**config.mk**
```make
export PLATFORM = sky130hd
export DESIGN_NAME = xorc_test_wrapper
export DESIGN_NICKNAME = d
export VERILOG_FILES = /design/src/rtl/xorc_wrap_pkg.sv /design/src/rtl/wrap_mode_ctrl.sv /design/src/rtl/wrap_xor_expand.sv /design/src/rtl/wrap_xor_compact.sv /design/src/rtl/xorc_test_wrapper.sv
export SDC_FILE = /design/constraint.sdc
export NUM_CORES = 1
export LEC_CHECK = 0
export BUFFER_PORTS_ARGS = -buffer_cell sky130_fd_sc_hd__buf_2
export CAP_MARGIN = 20
export CORE_UTILIZATION = 34
export CTS_CLUSTER_DIAMETER = 120
export CTS_CLUSTER_SIZE = 28
export DETAILED_ROUTE_END_ITERATION = 6
export GPL_TIMING_DRIVEN = 0
export HOLD_SLACK_MARGIN = 0.03
export PLACE_DENSITY = 0.81
export SLEW_MARGIN = 15
export SYNTH_ARGS = -nofsm -noshare
export SYNTH_HDL_FRONTEND = slang
export SYNTH_SLANG_ARGS = --single-unit
```
**constraint.sdc**
```tcl
create_clock -name clk -period 1.7 [get_ports clk]
set_clock_uncertainty 0.05 [all_clocks]
set_input_delay 0.085 -clock clk [delete_from_list [all_inputs] [get_ports clk]]
set_output_delay 0.085 -clock clk [all_outputs]
set_load 0.005 [all_outputs]
```
**src/rtl/xorc_wrap_pkg.sv**
```systemverilog
package xorc_wrap_pkg;

    typedef enum logic [2:0] {
        ST_FUNCTIONAL       = 3'd0,
        ST_CORE_TEST        = 3'd1,
        ST_ISOLATE          = 3'd2,
        ST_IN_INTERCONNECT  = 3'd3,
        ST_OUT_INTERCONNECT = 3'd4
    } wrap_state_e;

    localparam int MASK_MAX = 4096;

    // Deterministic default connection matrix: every row touches at least one column.
    function automatic logic [MASK_MAX-1:0] default_mask(input int rows, input int cols);
        logic [MASK_MAX-1:0] m;
        m = '0;
        for (int r = 0; r < rows; r++) begin
            for (int c = 0; c < cols; c++) begin
                if ((c == (r % cols)) || (c == ((r / cols + r + 1) % cols))) begin
                    m[r*cols + c] = 1'b1;
                end
            end
        end
        return m;
    endfunction

    function automatic int max_int(input int a, input int b);
        return (a > b) ? a : b;
    endfunction

endpackage

```
**src/rtl/wrap_mode_ctrl.sv**
```systemverilog
module wrap_mode_ctrl
    import xorc_wrap_pkg::*;
(
    input  logic        clk,
    input  logic        rst_n,
    input  logic [2:0]  mode_in,
    output wrap_state_e state,
    output logic        sel_func,
    output logic        sel_core,
    output logic        sel_iso,
    output logic        sel_in_ic,
    output logic        sel_out_ic
);

    wrap_state_e state_nxt;

    always_comb begin
        unique case (mode_in)
            3'd0:    state_nxt = ST_FUNCTIONAL;
            3'd1:    state_nxt = ST_CORE_TEST;
            3'd2:    state_nxt = ST_ISOLATE;
            3'd3:    state_nxt = ST_IN_INTERCONNECT;
            3'd4:    state_nxt = ST_OUT_INTERCONNECT;
            default: state_nxt = ST_ISOLATE;
        endcase
    end

    always_ff @(posedge clk or negedge rst_n) begin
        if (!rst_n) begin
            state <= ST_ISOLATE;
        end else begin
            state <= state_nxt;
        end
    end

    always_comb begin
        sel_func   = 1'b0;
        sel_core   = 1'b0;
        sel_iso    = 1'b0;
        sel_in_ic  = 1'b0;
        sel_out_ic = 1'b0;
        unique case (state)
            ST_FUNCTIONAL:       sel_func   = 1'b1;
            ST_CORE_TEST:        sel_core   = 1'b1;
            ST_IN_INTERCONNECT:  sel_in_ic  = 1'b1;
            ST_OUT_INTERCONNECT: sel_out_ic = 1'b1;
            default:             sel_iso    = 1'b1;
        endcase
    end

    AST_ONE_SELECT: assert property (@(posedge clk) disable iff (!rst_n)
        $countones({sel_func, sel_core, sel_iso, sel_in_ic, sel_out_ic}) == 1);

    AST_UNUSED_TO_ISO: assert property (@(posedge clk) disable iff (!rst_n)
        ($past(rst_n) && ($past(mode_in) >= 3'd5)) |-> (state == ST_ISOLATE));

endmodule

```
**src/rtl/wrap_xor_expand.sv**
```systemverilog
module wrap_xor_expand #(
    parameter int                     IN_W  = 8,
    parameter int                     OUT_W = 32,
    parameter logic [OUT_W*IN_W-1:0] MASK  = '1
) (
    input  logic [IN_W-1:0]  din,
    output logic [OUT_W-1:0] dout
);

    for (genvar i = 0; i < OUT_W; i++) begin : g_row
        assign dout[i] = ^(din & MASK[i*IN_W +: IN_W]);
    end

endmodule

```
**src/rtl/wrap_xor_compact.sv**
```systemverilog
module wrap_xor_compact #(
    parameter int                     IN_W  = 32,
    parameter int                     OUT_W = 6,
    parameter logic [OUT_W*IN_W-1:0] MASK  = '1
) (
    input  logic [IN_W-1:0]  din,
    output logic [OUT_W-1:0] dout
);

    for (genvar j = 0; j < OUT_W; j++) begin : g_tree
        logic [IN_W-1:0] picked;
        assign picked  = din & MASK[j*IN_W +: IN_W];
        assign dout[j] = ^picked;
    end

endmodule

```
**src/rtl/xorc_test_wrapper.sv**
```systemverilog
module xorc_test_wrapper
    import xorc_wrap_pkg::*;
#(
    parameter int CI_W = 32,
    parameter int CO_W = 24,
    parameter int TI_W = 8,
    parameter int TO_W = 6,
    parameter logic [CI_W*TI_W-1:0] DEC_MASK = (CI_W*TI_W)'(default_mask(CI_W, TI_W)),
    parameter logic [TO_W*max_int(CI_W, CO_W)-1:0] ENC_MASK =
        (TO_W*max_int(CI_W, CO_W))'(default_mask(TO_W, max_int(CI_W, CO_W))),
    parameter logic [CI_W-1:0] ISO_VAL = '0
) (
    input  logic            clk,
    input  logic            rst_n,
    input  logic [2:0]      mode_in,
    input  logic [CI_W-1:0] func_in,
    output logic [CO_W-1:0] func_out,
    input  logic [TI_W-1:0] tin,
    output logic [TO_W-1:0] tout,
    output logic            core_clk,
    output logic            core_rst_n,
    output logic [CI_W-1:0] core_in,
    input  logic [CO_W-1:0] core_out
);

    localparam int ENC_W = max_int(CI_W, CO_W);

    wrap_state_e     state;
    logic            sel_func, sel_core, sel_iso, sel_in_ic, sel_out_ic;
    logic [CI_W-1:0] dec_vec;
    logic [ENC_W-1:0] enc_src;
    logic [TO_W-1:0] enc_vec;
    logic [CO_W-1:0] ic_drive;

    assign core_clk   = clk;
    assign core_rst_n = rst_n;

    wrap_mode_ctrl u_ctrl (
        .clk        (clk),
        .rst_n      (rst_n),
        .mode_in    (mode_in),
        .state      (state),
        .sel_func   (sel_func),
        .sel_core   (sel_core),
        .sel_iso    (sel_iso),
        .sel_in_ic  (sel_in_ic),
        .sel_out_ic (sel_out_ic)
    );

    wrap_xor_expand #(.IN_W(TI_W), .OUT_W(CI_W), .MASK(DEC_MASK)) u_expand (
        .din  (tin),
        .dout (dec_vec)
    );

    assign enc_src = sel_in_ic ? ENC_W'(func_in) : ENC_W'(core_out);

    wrap_xor_compact #(.IN_W(ENC_W), .OUT_W(TO_W), .MASK(ENC_MASK)) u_compact (
        .din  (enc_src),
        .dout (enc_vec)
    );

    for (genvar k = 0; k < CO_W; k++) begin : g_fan
        assign ic_drive[k] = dec_vec[k % CI_W];
    end

    always_comb begin
        core_in  = ISO_VAL;
        func_out = '0;
        tout     = '0;
        unique case (state)
            ST_FUNCTIONAL: begin
                core_in  = func_in;
                func_out = core_out;
            end
            ST_CORE_TEST: begin
                core_in = dec_vec;
                tout    = enc_vec;
            end
            ST_IN_INTERCONNECT: begin
                tout = enc_vec;
            end
            ST_OUT_INTERCONNECT: begin
                func_out = ic_drive;
            end
            default: begin
                core_in = ISO_VAL;
            end
        endcase
    end

    AST_FUNC_PASS: assert property (@(posedge clk) disable iff (!rst_n)
        ($past(rst_n) && ($past(mode_in) == 3'd0)) |-> (core_in == func_in && func_out == core_out && tout == '0));

    AST_ISO_FORCE: assert property (@(posedge clk) disable iff (!rst_n)
        ($past(rst_n) && ($past(mode_in) == 3'd2 || $past(mode_in) >= 3'd5))
        |-> (core_in == ISO_VAL && func_out == '0 && tout == '0));

    AST_OUTIC_CORE_SAFE: assert property (@(posedge clk) disable iff (!rst_n)
        ($past(rst_n) && ($past(mode_in) == 3'd4)) |-> (core_in == ISO_VAL && tout == '0));

    AST_EXPAND_ZERO: assert property (@(posedge clk) disable iff (!rst_n)
        (sel_core && tin == '0) |-> (core_in == '0));

    AST_COMPACT_ZERO: assert property (@(posedge clk) disable iff (!rst_n)
        (sel_in_ic && func_in == '0) |-> (tout == '0));

endmodule

```
==> metrics.md, run 1 <==
| Metric | Value |
|---|---|
| Vias per cell | 5.215 |
| Req. time, crit path | 1560 ps |
| Largest net degree at the start of global routing | 11 |
| Reg with most FFs | u_ctrl.state |
| Core Box Area | 3153 um^2 |
| First-pass GRT wire length | 7534 um |
| Die height | 60.47 um |
| Count of final hold-check violations | 0 |
| Setup TNS Final | -5473 ps |
| Cell Rows | 20 |
| Post-Route WL | 5418 um |
| LEAKAGE | 1.223 nW |
| Post-synthesis sequential area ratio | 0.06566 |
| Fmax achieved | 538.9 MHz |
| Critical path class | flip-flop to output port |
| Biggest regs | u_ctrl.state x3 |
| Share of cells above drive strength 1 | 0.6151 |
| Synth area leader | a22o_1 |
| YS warnings | 0 |
| Post-DR wirelength/cell | 16.17 um |
| Die area | 3657 um^2 |
| Reg area | 78.83 um^2 |
| Overflow after GRT | 0 |
| Final core utilization | 0.7313 |
| DR pass1 iterations | 4 |
| Sw frac | 0.3708 |
| Hold Path Class | input port to asynchronous set/reset pin |
| Antenna violations before repair | 0 |
| Boundary pin count | 133 |
| Slew Viols, Final | 0 |
| Inst Count DP | 303 |
| Mapped Cells | 135 |
| Hpwl dp | 3588 um |
| Fillcell total | 272 |
| Area growth syn-to-layout | 98.39% |
| Clock transition at the registers of the reported paths | 40 ps |
| RSZ-0062 raised after global routing | true |
| Top-area cell type share of the netlist area | 0.3466 |
| Mapped Nets | 204 |
| CP Data Arrival Time | 1720 ps |
| Clk pwr share | 0.299 |
| Die width | 60.47 um |
| N_diodes | 0 |
| CTS tree | done |
| GP Congestion | 0.7135 |
| Worst Path Max Fanout | 7 |
| Failing checks | negative setup slack |
| Max_cap viols | 0 |
| Max reg flops | 3 |
| Slowest stage delay, CP | 420 ps |
| Pwr/cell area | 418.9 nW/um^2 |
| Port buffer count | 124 |
| Cell area after synthesis | 1162 um^2 |
| Worst-margin pin slew | 567.1 ps |
| Count of unique library cells instantiated by Yosys | 23 |
| DRT antenna net count | 0 |
| Main area contributors after synthesis | a22o_1 (35%), xor2_1 (17%), xnor2_1 (13%) |
| Overall Global Routing Usage | 0.2834 |
| Worst VDD drop | 727.2 uV |
| Buf/Inv on CP | 3 |
| Synth Area per Inst | 8.610 um^2 |
| Final Non-Filler Cells | 335 |
| Cell family with most CP delay | buffers and inverters |
| Rel. slew slack | 0.6220 |
| Worst Setup End Kind | output port |
| Final setup viols | 61 |
| Residual DRC | 0 |
| P_sw | 0.3582 mW |
| Initial Utilization | 0.3687 |
| Post-route setup slack | -155.7 ps |
| Final worst path period share | 1.092 |
| Vias in the first global route | 1618 |
| Multi-input logic area | 1044 um^2 |
| Type of origin of the critical path | flip-flop |
| Post-layout min period | 1856 ps |
| Internal power | 0.6077 mW |
| Nets@finish | 361 |
| Initial DRC count | 84 |
| Crit-path cells | or3b_1 -> buf_6 -> buf_8 -> o2bb2ai_2 -> buf_2 |
| Via count | 1747 |
| Logic pwr share | 0.615 |
| Slowest cell on crit path | dfrtp_2 |
| Outcome | finished with violations |
| Sequential power share | 0.086 |
| Seq cells post-synth | 3 |
[per-layer routing]
| layer | global-route usage | routed length, um | up-vias |
|---|---|---|---|
| met3 | 0.03838 | 415 | 2 |
| met5 | 0 | 0 | - |
| met4 | 0.1039 | 25 | 0 |
| li1 | - | - | 835 |
| met1 | 0.3213 | 2161 | 809 |
| met2 | 0.5353 | 2816 | 101 |
[power by group through the flow]
stage,Combinational [mW],Sequential [mW],Clock (mW)
after floorplan,0.266,0.0843,0.0381
after global placement,0.473,0.0853,0.0572
after detailed placement,0.478,0.0856,0.0572
after CTS,0.574,0.0821,0.300
after global routing,0.641,0.0833,0.321
final,0.594,0.0828,0.289
[logic make-up (layout without fill, tap and decap cells)]
family          count (synthesis)  count (layout)  synth area share
flops                           3               3           0.06567
simple gates                    8               8           0.06459
compound gates                 63              63            0.4661
buf+inv                        21             177            0.1022
xor+xnor                       40              40            0.3014
[synth_stat cells (all sizes together)]
| master | count |
|---|---|
| dfstp | 1 |
| o2bb2ai | 9 |
| a21o | 1 |
| nor2 | 1 |
| clkbuf | 4 |
| xor2 | 23 |
| buf | 17 |
| xnor2 | 17 |
| or3b | 1 |
| dfrtp | 2 |
| a22o | 46 |
| nor2b | 1 |
| nand3b | 1 |
| nor3b | 3 |
| o22ai | 6 |
| nor3 | 1 |
| a2111oi | 1 |
[cells in the final DEF, fill, tap and decap left out, drive strengths merged]
cell type	n
a2111oi	1
a21o	1
a22o	46
buf	159
clkbuf	11
dfrtp	2
dfstp	1
dlygate4sd3	7
nand3b	1
nor2	1
nor2b	1
nor3	1
nor3b	3
o22ai	6
o2bb2ai	9
or3b	1
xnor2	17
xor2	23
[how the worst max path moves through the flow]
stage / from / end / slack (ps) / depth (start not counted)
floorplan: u_ctrl.state[2]$_DFF_PN0_ / core_in[24] / 320 / 4
global placement: u_ctrl.state[2]$_DFF_PN0_ / core_in[7] / 110 / 4
detailed placement: u_ctrl.state[2]$_DFF_PN0_ / core_in[7] / 110 / 4
CTS: u_ctrl.state[2]$_DFF_PN0_ / tout[2] / -110 / 5
global route: u_ctrl.state[2]$_DFF_PN0_ / core_in[28] / -210 / 6
finish: u_ctrl.state[2]$_DFF_PN0_ / core_in[24] / -160 / 5
[metrics by stage]
step                power (mW)  hold WS, ps  worst slack (ps)  area [um^2]
finish                  0.9659        192.0            -155.7         2306
global route             1.045        178.6            -205.2         2306
CTS                     0.9561        162.2            -113.3         2266
detailed placement      0.6207       -158.8             111.0         1838
global placement        0.6154       -162.2             114.7         1838
floorplan               0.3889       -260.6             324.1         1162
[cell type report]
type / count / share of cell area
multi-input cells: 111 / 0.4525
plain buffers: 21 / 0.07922
repair buffers: 148 / 0.3869
well taps: 44 / 0.02387
flip-flops and latches: 3 / 0.03418
clock buffers: 8 / 0.02333
[what timing repair did]
action / 4_1_cts / 5_1_grt
resized for setup: 38 / 7
hold buffers: 7 / 0
gates cloned: 2 / 1
endpoints found under the hold margin: 6 / 0
buffers inserted: 15 / 2
pin swaps: 12 / 6
endpoints found under the setup margin: 59 / 62
Power figures use the tool's default switching activity.
==> inputs of run 2 (changes only) <==
--- a/config.mk
+++ b/config.mk
@@ -7,13 +7,13 @@
 export LEC_CHECK = 0
 export BUFFER_PORTS_ARGS = -buffer_cell sky130_fd_sc_hd__buf_2
 export CAP_MARGIN = 20
-export CORE_UTILIZATION = 34
+export CORE_UTILIZATION = 37
 export CTS_CLUSTER_DIAMETER = 120
 export CTS_CLUSTER_SIZE = 28
 export DETAILED_ROUTE_END_ITERATION = 6
 export GPL_TIMING_DRIVEN = 0
 export HOLD_SLACK_MARGIN = 0.03
-export PLACE_DENSITY = 0.81
+export PLACE_DENSITY = 0.91
 export SLEW_MARGIN = 15
 export SYNTH_ARGS = -nofsm -noshare
 export SYNTH_HDL_FRONTEND = slang
==> constraint.sdc (replaced) <==
create_clock -name clk -period 2.14 [get_ports clk]
set_clock_uncertainty 0.05 [all_clocks]
set_input_delay 0.107 -clock clk [delete_from_list [all_inputs] [get_ports clk]]
set_output_delay 0.107 -clock clk [all_outputs]
set_load 0.005 [all_outputs]
==> run 2 against run 1 <==
  * Setup slack improved by 290 ps
  * Power decreased by 26%
  * The flow finishes with violations (design-rule violations)
  * Critical path depth decreased by 1
  * Via count decreased by 1.1%
  * Die area decreased by 7.8%
  * Critical path type unchanged
  * Sequential cell count unchanged
  * Clock power decreased by 11%
==> metrics.md, run 2 (same netlist as run 1, synthesis figures left out) <==
| Metric | Value |
|---|---|
| Outcome | finished with violations (unchanged) |
| Failing checks | design-rule violations (was negative setup slack) |
| CTS tree | done (unchanged) |
| Vias in the first global route | 1679 (was 1618) |
| Req. time, crit path | 1980 ps (was 1560 ps) |
| Max reg flops | 3 (unchanged) |
| Worst VDD drop | 566.4 uV (was 727.2 uV) |
| Overflow after GRT | 0 (unchanged) |
| Fmax achieved | 498.3 MHz |
| Fillcell total | 258 (was 272) |
| Setup TNS Final | 0 ps (was -5473 ps) |
| Final setup viols | 0 (was 61) |
| Initial Utilization | 0.4041 (was 0.3687) |
| Worst-margin pin slew | 550.8 ps (was 567.1 ps) |
| RSZ-0062 raised after global routing | false (was true) |
| LEAKAGE | 1.077 nW (was 1.223 nW) |
| Crit-path cells | nor3_4 -> buf_2 -> a22o_1 -> buf_2 (was or3b_1 -> buf_6 -> buf_8 -> o2bb2ai_2 -> buf_2) |
| Final core utilization | 0.6759 (was 0.7313) |
| Multi-input logic area | 967.2 um^2 (was 1044 um^2) |
| DR pass1 iterations | 6 (was 4) |
| Core Box Area | 2877 um^2 (was 3153 um^2) |
| Max_cap viols | 0 (unchanged) |
| Nets@finish | 342 (was 361) |
| Die width | 58.05 um (was 60.47 um) |
| Post-Route WL | 4959 um (was 5418 um) |
| Vias per cell | 5.503 (was 5.215) |
| DRT antenna net count | 0 (unchanged) |
| Commonest non-fill, non-tap cells in the layout | buf_2 (135), a22o_1 (46), xor2_1 (23), xnor2_1 (17), o2bb2ai_1 (8) (was buf_2 (126), a22o_1 (46), xor2_1 (23), xnor2_1 (17), buf_6 (15)) |
| First-pass GRT wire length | 7472 um (was 7534 um) |
| Type of origin of the critical path | flip-flop (unchanged) |
| Hold Path Class | input port to asynchronous set/reset pin (unchanged) |
| Slew Viols, Final | 0 (unchanged) |
| Initial DRC count | 93 (was 84) |
| N_diodes | 0 (unchanged) |
| Worst Setup End Kind | output port (unchanged) |
| Largest net degree at the start of global routing | 11 (unchanged) |
| Reg area | 76.32 um^2 (was 78.83 um^2) |
| GP Congestion | 0.7625 (was 0.7135) |
| Clock transition at the registers of the reported paths | 50 ps (was 40 ps) |
| Rel. slew slack | 0.6328 (was 0.6220) |
| Worst setup path startpoint | u_ctrl.state[2]$_DFF_PN0_ (unchanged) |
| Die area | 3370 um^2 (was 3657 um^2) |
| Post-DR wirelength/cell | 15.79 um (was 16.17 um) |
| Post-layout min period | 2007 ps |
| CP dominant cell by count | buf_2 |
| Critical path class | flip-flop to output port (unchanged) |
| Area growth syn-to-layout | 67.28% (was 98.39%) |
| Boundary pin count | 133 (unchanged) |
| Residual DRC | 10 (was 0) |
| Via count | 1728 (was 1747) |
| Post-CTS Setup Bufs | 0 (was 15) |
| Setup crit end | core_in[2] (was core_in[24]) |
| Slowest cell on crit path | dfrtp_1 (was dfrtp_2) |
| Share of cells above drive strength 1 | 0.5515 (was 0.6151) |
| Hpwl dp | 3651 um (was 3588 um) |
| Reg with most FFs | u_ctrl.state (unchanged) |
| Commonest non-fill, non-tap cell in the layout | buf_2 (unchanged) |
| Pwr/cell area | 368.6 nW/um^2 (was 418.9 nW/um^2) |
| CP Data Arrival Time | 1850 ps (was 1720 ps) |
| Die height | 58.05 um (was 60.47 um) |
| Biggest regs | u_ctrl.state x3 (unchanged) |
| Worst Path Max Fanout | 10 (was 7) |
| Antenna violations before repair | 0 (unchanged) |
| Cell Rows | 19 (was 20) |
| Slowest stage delay, CP | 460 ps (was 420 ps) |
| Count of final hold-check violations | 0 (unchanged) |
| Port buffer count | 124 (unchanged) |
| Overall Global Routing Usage | 0.2893 (was 0.2834) |
| Final worst path period share | 0.9378 |
[run 2: cell count changes in the layout (fill, tap and decap cells not counted), sizes merged]
cell / change
buf: -18
dlygate4sd3: -1
[run 2: repair_timing]
| action | 4_1_cts | 5_1_grt |
|---|---|---|
| resized for setup | 0 | 0 |
| hold buffers | 6 | 0 |
| endpoints found under the hold margin | 6 | 0 |
[run 2: how the worst min path moves through the flow]
| stage | start | end | slack, ps | cells past startpoint |
|---|---|---|---|---|
| 6_report | rst_n | u_ctrl.state[0]$_DFF_PN0_ | 90 | 2 |
| 5_1_grt | rst_n | u_ctrl.state[0]$_DFF_PN0_ | 90 | 2 |
| 4_1_cts | rst_n | u_ctrl.state[2]$_DFF_PN0_ | 40 | 2 |
| 3_5_place_dp | rst_n | u_ctrl.state[2]$_DFF_PN0_ | -140 | 1 |
| 3_3_place_gp | rst_n | u_ctrl.state[2]$_DFF_PN0_ | -140 | 1 |
| 2_1_floorplan | rst_n | u_ctrl.state[0]$_DFF_PN0_ | -240 | 0 |
[run 2: final cells by class]
class / count / area share
Multi-Input combinational cell: 111 / 0.4974
Timing Repair Buffer: 129 / 0.3475
Buffer: 21 / 0.06113
Sequential cell: 3 / 0.03925
Clock buffer: 8 / 0.02767
Tap cell: 42 / 0.02703
[run 2: per-layer routing]
layer	track usage	wire length [um]
met4	0.1429	161
met1	0.3096	1879
met5	0	0
met2	0.5435	2494
met3	0.04688	423
[run 2: metrics by stage]
stage / cells / cell area [um^2] / worst slack (ps) / hold slack [ps] / total power [mW]
final: 314 / 1944 / 133.2 / 86.59 / 0.7166
after CTS: 314 / 1944 / 156.5 / 36.32 / 0.7068
after detailed placement: 301 / 1836 / 518.8 / -141.0 / 0.4938
after global placement: 301 / 1836 / 529.7 / -144.0 / 0.4858
after floorplan: 135 / 1162 / 742.1 / -238.6 / 0.3089
after global routing: 314 / 1944 / 24.97 / 85.92 / 0.7628
[run 2: report_power, final]
part,total (mW),leakage [nW],switching (mW),internal [mW]
Clock,0.257,0.0375,0.0888,0.168
Combinational,0.392,1.00,0.189,0.204
Sequential,0.0672,0.0369,0.00638,0.0608
[run 2: worst max-delay path: cells and delay by family, from the launching register on]
kind / cells / cell delay (ps)
AO/OA/AOI/OAI: 1 / 180
flip-flops: 1 / 460
buffers and inverters: 2 / 430
AND/OR/NAND/NOR: 1 / 410
==> inputs of run 3 (changes only) <==
--- a/config.mk
+++ b/config.mk
@@ -5,15 +5,16 @@
 export SDC_FILE = /design/constraint.sdc
 export NUM_CORES = 1
 export LEC_CHECK = 0
+export ABC_AREA = 1
 export BUFFER_PORTS_ARGS = -buffer_cell sky130_fd_sc_hd__buf_2
 export CAP_MARGIN = 20
-export CORE_UTILIZATION = 37
+export CORE_UTILIZATION = 40
 export CTS_CLUSTER_DIAMETER = 120
 export CTS_CLUSTER_SIZE = 28
 export DETAILED_ROUTE_END_ITERATION = 6
 export GPL_TIMING_DRIVEN = 0
 export HOLD_SLACK_MARGIN = 0.03
-export PLACE_DENSITY = 0.91
+export PLACE_DENSITY = 0.92
 export SLEW_MARGIN = 15
 export SYNTH_ARGS = -nofsm -noshare
 export SYNTH_HDL_FRONTEND = slang
==> run 3 against run 2 <==
  * The run now ends clean
  * Via count up 22%
  * Final area is 10% higher
  * Worst hold slack got worse by 33 ps
  * Largest cell class unchanged
  * Largest power group unchanged
==> metrics.md, run 3 <==
| Metric | Value |
|---|---|
| Met1 Usage GRT | 0.2991 (was 0.3096) |
| Commonest non-fill, non-tap cells in the layout | buf_2 (136), nand2_1 (44), nand3_1 (44), xnor2_1 (24), o21ai_1 (18) (was buf_2 (135), a22o_1 (46), xor2_1 (23), xnor2_1 (17), o2bb2ai_1 (8)) |
| Overflow after GRT | 0 (unchanged) |
| Post-Route WL | 4964 um (was 4959 um) |
| DR pass1 iterations | 4 (was 6) |
| Share of cells above drive strength 1 | 0.4758 (was 0.5515) |
| Number of synthesized flops with an enable pin | 0 (unchanged) |
| Final Non-Filler Cells | 416 (was 314) |
| Type of origin of the critical path | flip-flop (unchanged) |
| Ys async rst share | 1.000 (unchanged) |
| Inst Count DP | 403 (was 301) |
| Nets@finish | 442 (was 342) |
| Reg with most FFs | u_ctrl.state (unchanged) |
| Seq cells post-synth | 3 (unchanged) |
| Met3 Usage GRT | 0.03412 (was 0.04688) |
| RSZ-0062 raised after global routing | false (unchanged) |
| Req. time, crit path | 1980 ps (about the same) |
| Final worst path period share | 0.9130 (was 0.9378) |
| Fmax achieved | 511.8 MHz (was 498.3 MHz) |
| Multi-input logic area | 1086 um^2 (was 967.2 um^2) |
| CTS tree | done (unchanged) |
| Power Total | 0.7084 mW (was 0.7166 mW) |
| CP Data Arrival Time | 1800 ps (was 1850 ps) |
| Clock transition at the registers of the reported paths | 40 ps (was 50 ps) |
| Count of final hold-check violations | 0 (unchanged) |
| Outcome | complete, no violations (was finished with violations) |
| Worst Path Max Fanout | 10 (unchanged) |
| Antenna violations before repair | 0 (unchanged) |
| Hold Path Class | input port to asynchronous set/reset pin (unchanged) |
| Overall Global Routing Usage | 0.2651 (was 0.2893) |
| Setup TNS Final | 0 ps (unchanged) |
| Worst setup path startpoint | u_ctrl.state[2]$_DFF_PN0_ (unchanged) |
| Cell Rows | 20 (was 19) |
| Hpwl dp | 4069 um (was 3651 um) |
| Max_cap viols | 0 (unchanged) |
| Sw frac | 0.4030 (was 0.3962) |
| Commonest non-fill, non-tap cell in the layout | buf_2 (unchanged) |
| Count of unique library cells instantiated by Yosys | 23 (unchanged) |
| Reg area | 76.32 um^2 (unchanged) |
| Synth Area per Inst | 5.803 um^2 (was 8.610 um^2) |
| Logic pwr share | 0.591 (was 0.548) |
| DRT antenna net count | 0 (unchanged) |
| N_diodes | 0 (unchanged) |
| First-pass GRT wire length | 7541 um (was 7472 um) |
| Synth area leader | nand3_1 (was a22o_1) |
| Post-synthesis sequential area ratio | 0.05596 (was 0.06566) |
| Initial DRC count | 126 (was 93) |
| Die height | 60.39 um (was 58.05 um) |
| Slew Viols, Final | 0 (unchanged) |
| Worst VDD drop | 504.5 uV (was 566.4 uV) |
| GP Congestion | 0.8585 (was 0.7625) |
| Boundary pin count | 133 (unchanged) |
| Max reg flops | 3 (unchanged) |
| Biggest regs | u_ctrl.state x3 (unchanged) |
| Critical path class | flip-flop to output port (unchanged) |
| LEAKAGE | 1.242 nW (was 1.077 nW) |
| Vias in the first global route | 1841 (was 1679) |
| Die area | 3647 um^2 (was 3370 um^2) |
| Core Box Area | 3153 um^2 (was 2877 um^2) |
| Vias per cell | 5.048 (was 5.503) |
| Sequential power share | 0.096 (was 0.094) |
| Grt peak-use layer | met2 (unchanged) |
| Grt met2 use | 0.5165 (was 0.5435) |
| Cell area after synthesis | 1364 um^2 (was 1162 um^2) |
| Internal power | 0.4229 mW (was 0.4327 mW) |
| P_sw | 0.2855 mW (was 0.2839 mW) |
| Final core utilization | 0.6813 (was 0.6759) |
| Via count | 2100 (was 1728) |
| Residual DRC | 0 (was 10) |
| Post-layout min period | 1954 ps (was 2007 ps) |
| Port buffer count | 124 (unchanged) |
| Worst-margin pin slew | 326.8 ps (was 550.8 ps) |
| Top cells by count, synth | nand2_1 (44), nand3_1 (44), xnor2_1 (24) (was a22o_1 (46), xor2_1 (23), xnor2_1 (17)) |
| Largest net degree at the start of global routing | 11 (unchanged) |
| Mapped Cells | 235 (was 135) |
| Clk pwr share | 0.313 (was 0.359) |
| Top FF cell, synth | dfrtp_1 (unchanged) |
| Fillcell total | 315 (was 258) |
| Post-DR wirelength/cell | 11.93 um (was 15.79 um) |
| Rel. slew slack | 0.7806 (was 0.6328) |
| Top-area cell type share of the netlist area | 0.1615 (was 0.3466) |
| Worst Setup End Kind | output port (unchanged) |
| Main area contributors after synthesis | nand3_1 (16%), xnor2_1 (15%), nand2_1 (12%) (was a22o_1 (35%), xor2_1 (17%), xnor2_1 (13%)) |
| Final setup viols | 0 (unchanged) |
| YS warnings | 0 (unchanged) |
| Pwr/cell area | 329.7 nW/um^2 (was 368.6 nW/um^2) |
| Die width | 60.39 um (was 58.05 um) |
| Initial Utilization | 0.4325 (was 0.4041) |
| Mapped Nets | 304 (was 204) |
| Area growth syn-to-layout | 57.52% (was 67.28%) |
## run 3: cell types whose count changed after synthesis, moves of 6 or more
cell       delta
o21ai_2      +10
xnor2_1       +7
nand2_1      +44
a22o_1       -46
nor2_1       +12
clkbuf_2      +8
nand2_2       +7
nand3_1      +44
o21ai_1      +18
o22ai_1       +6
xor2_1       -19
o21ai_0       +8
inv_1        +16
o2bb2ai_1     -8
## run 3: kinds of logic after synthesis
kind of cell              share of synthesized area
and+or+nand+nor                              0.3963
AOI/OAI and AO/OA                            0.2202
buffers and inverters                        0.1477
xor gates and xnor gates                     0.1798
DFF                                         0.05597
## run 3: timing repair
action | 4_1_cts | 5_1_grt
endpoints found under the setup margin | 0 | 0
hold endpoints to repair | 6 | 0
buffers inserted | 0 | 0
hold buffers | 6 | 0
gates resized for setup | 0 | 0
## run 3: path summary, 6_finish.rpt
| path | end | slack, ps | cells past startpoint |
|---|---|---|---|
| hold / removal | u_ctrl.state[0]$_DFF_PN0_ | 50 | 2 |
| setup / recovery | func_out[6] | 190 | 6 |
| max in group asynchronous | u_ctrl.state[1]$_DFF_PN1_ | 1790 | 2 |
| min in group clk | core_clk | 440 | 4 |
## run 3: cell type report
cell class | instances | area share
multi-input combinational | 191 | 0.5055
timing repair buffer | 129 | 0.3145
inverter | 17 | 0.02970
sequential | 3 | 0.03553
buffer | 24 | 0.06407
clock buffer | 8 | 0.02504
tap | 44 | 0.02563
## run 3: through the flow
step	hold WS (ps)	cell area [um^2]	setup WS (ps)
after detailed placement	-140.2	2039	533.7
after global routing	67.57	2148	33.39
after global placement	-141.0	2039	576.8
final	54.06	2148	186.2
after floorplan	-238.6	1364	802.3
after CTS	39.90	2148	170.7
## run 3: worst max-delay path, stage by stage (launching register included)
cell and delay [ps]:
dfrtp_1 420, inv_1 160, buf_2 240, nand2_1 110
buf_2 200, o22ai_1 170, buf_2 150
## run 3: power groups by stage
| stage | Sequential [mW] | Clock [mW] | Combinational, mW |
|---|---|---|---|
| 2_1_floorplan | 0.0682 | 0.0303 | 0.242 |
| 3_3_place_gp | 0.0688 | 0.0454 | 0.400 |
| 3_5_place_dp | 0.0690 | 0.0454 | 0.408 |
| 4_1_cts | 0.0683 | 0.229 | 0.418 |
| 5_1_grt | 0.0692 | 0.238 | 0.463 |
| 6_report | 0.0682 | 0.222 | 0.419 |
## run 3: layer usage
metal  wire length [um]  vias up
met3                400        6
met2               2503      102
met5                  0        -
li1                   -     1055
met1               2024      937
met4                 36        0
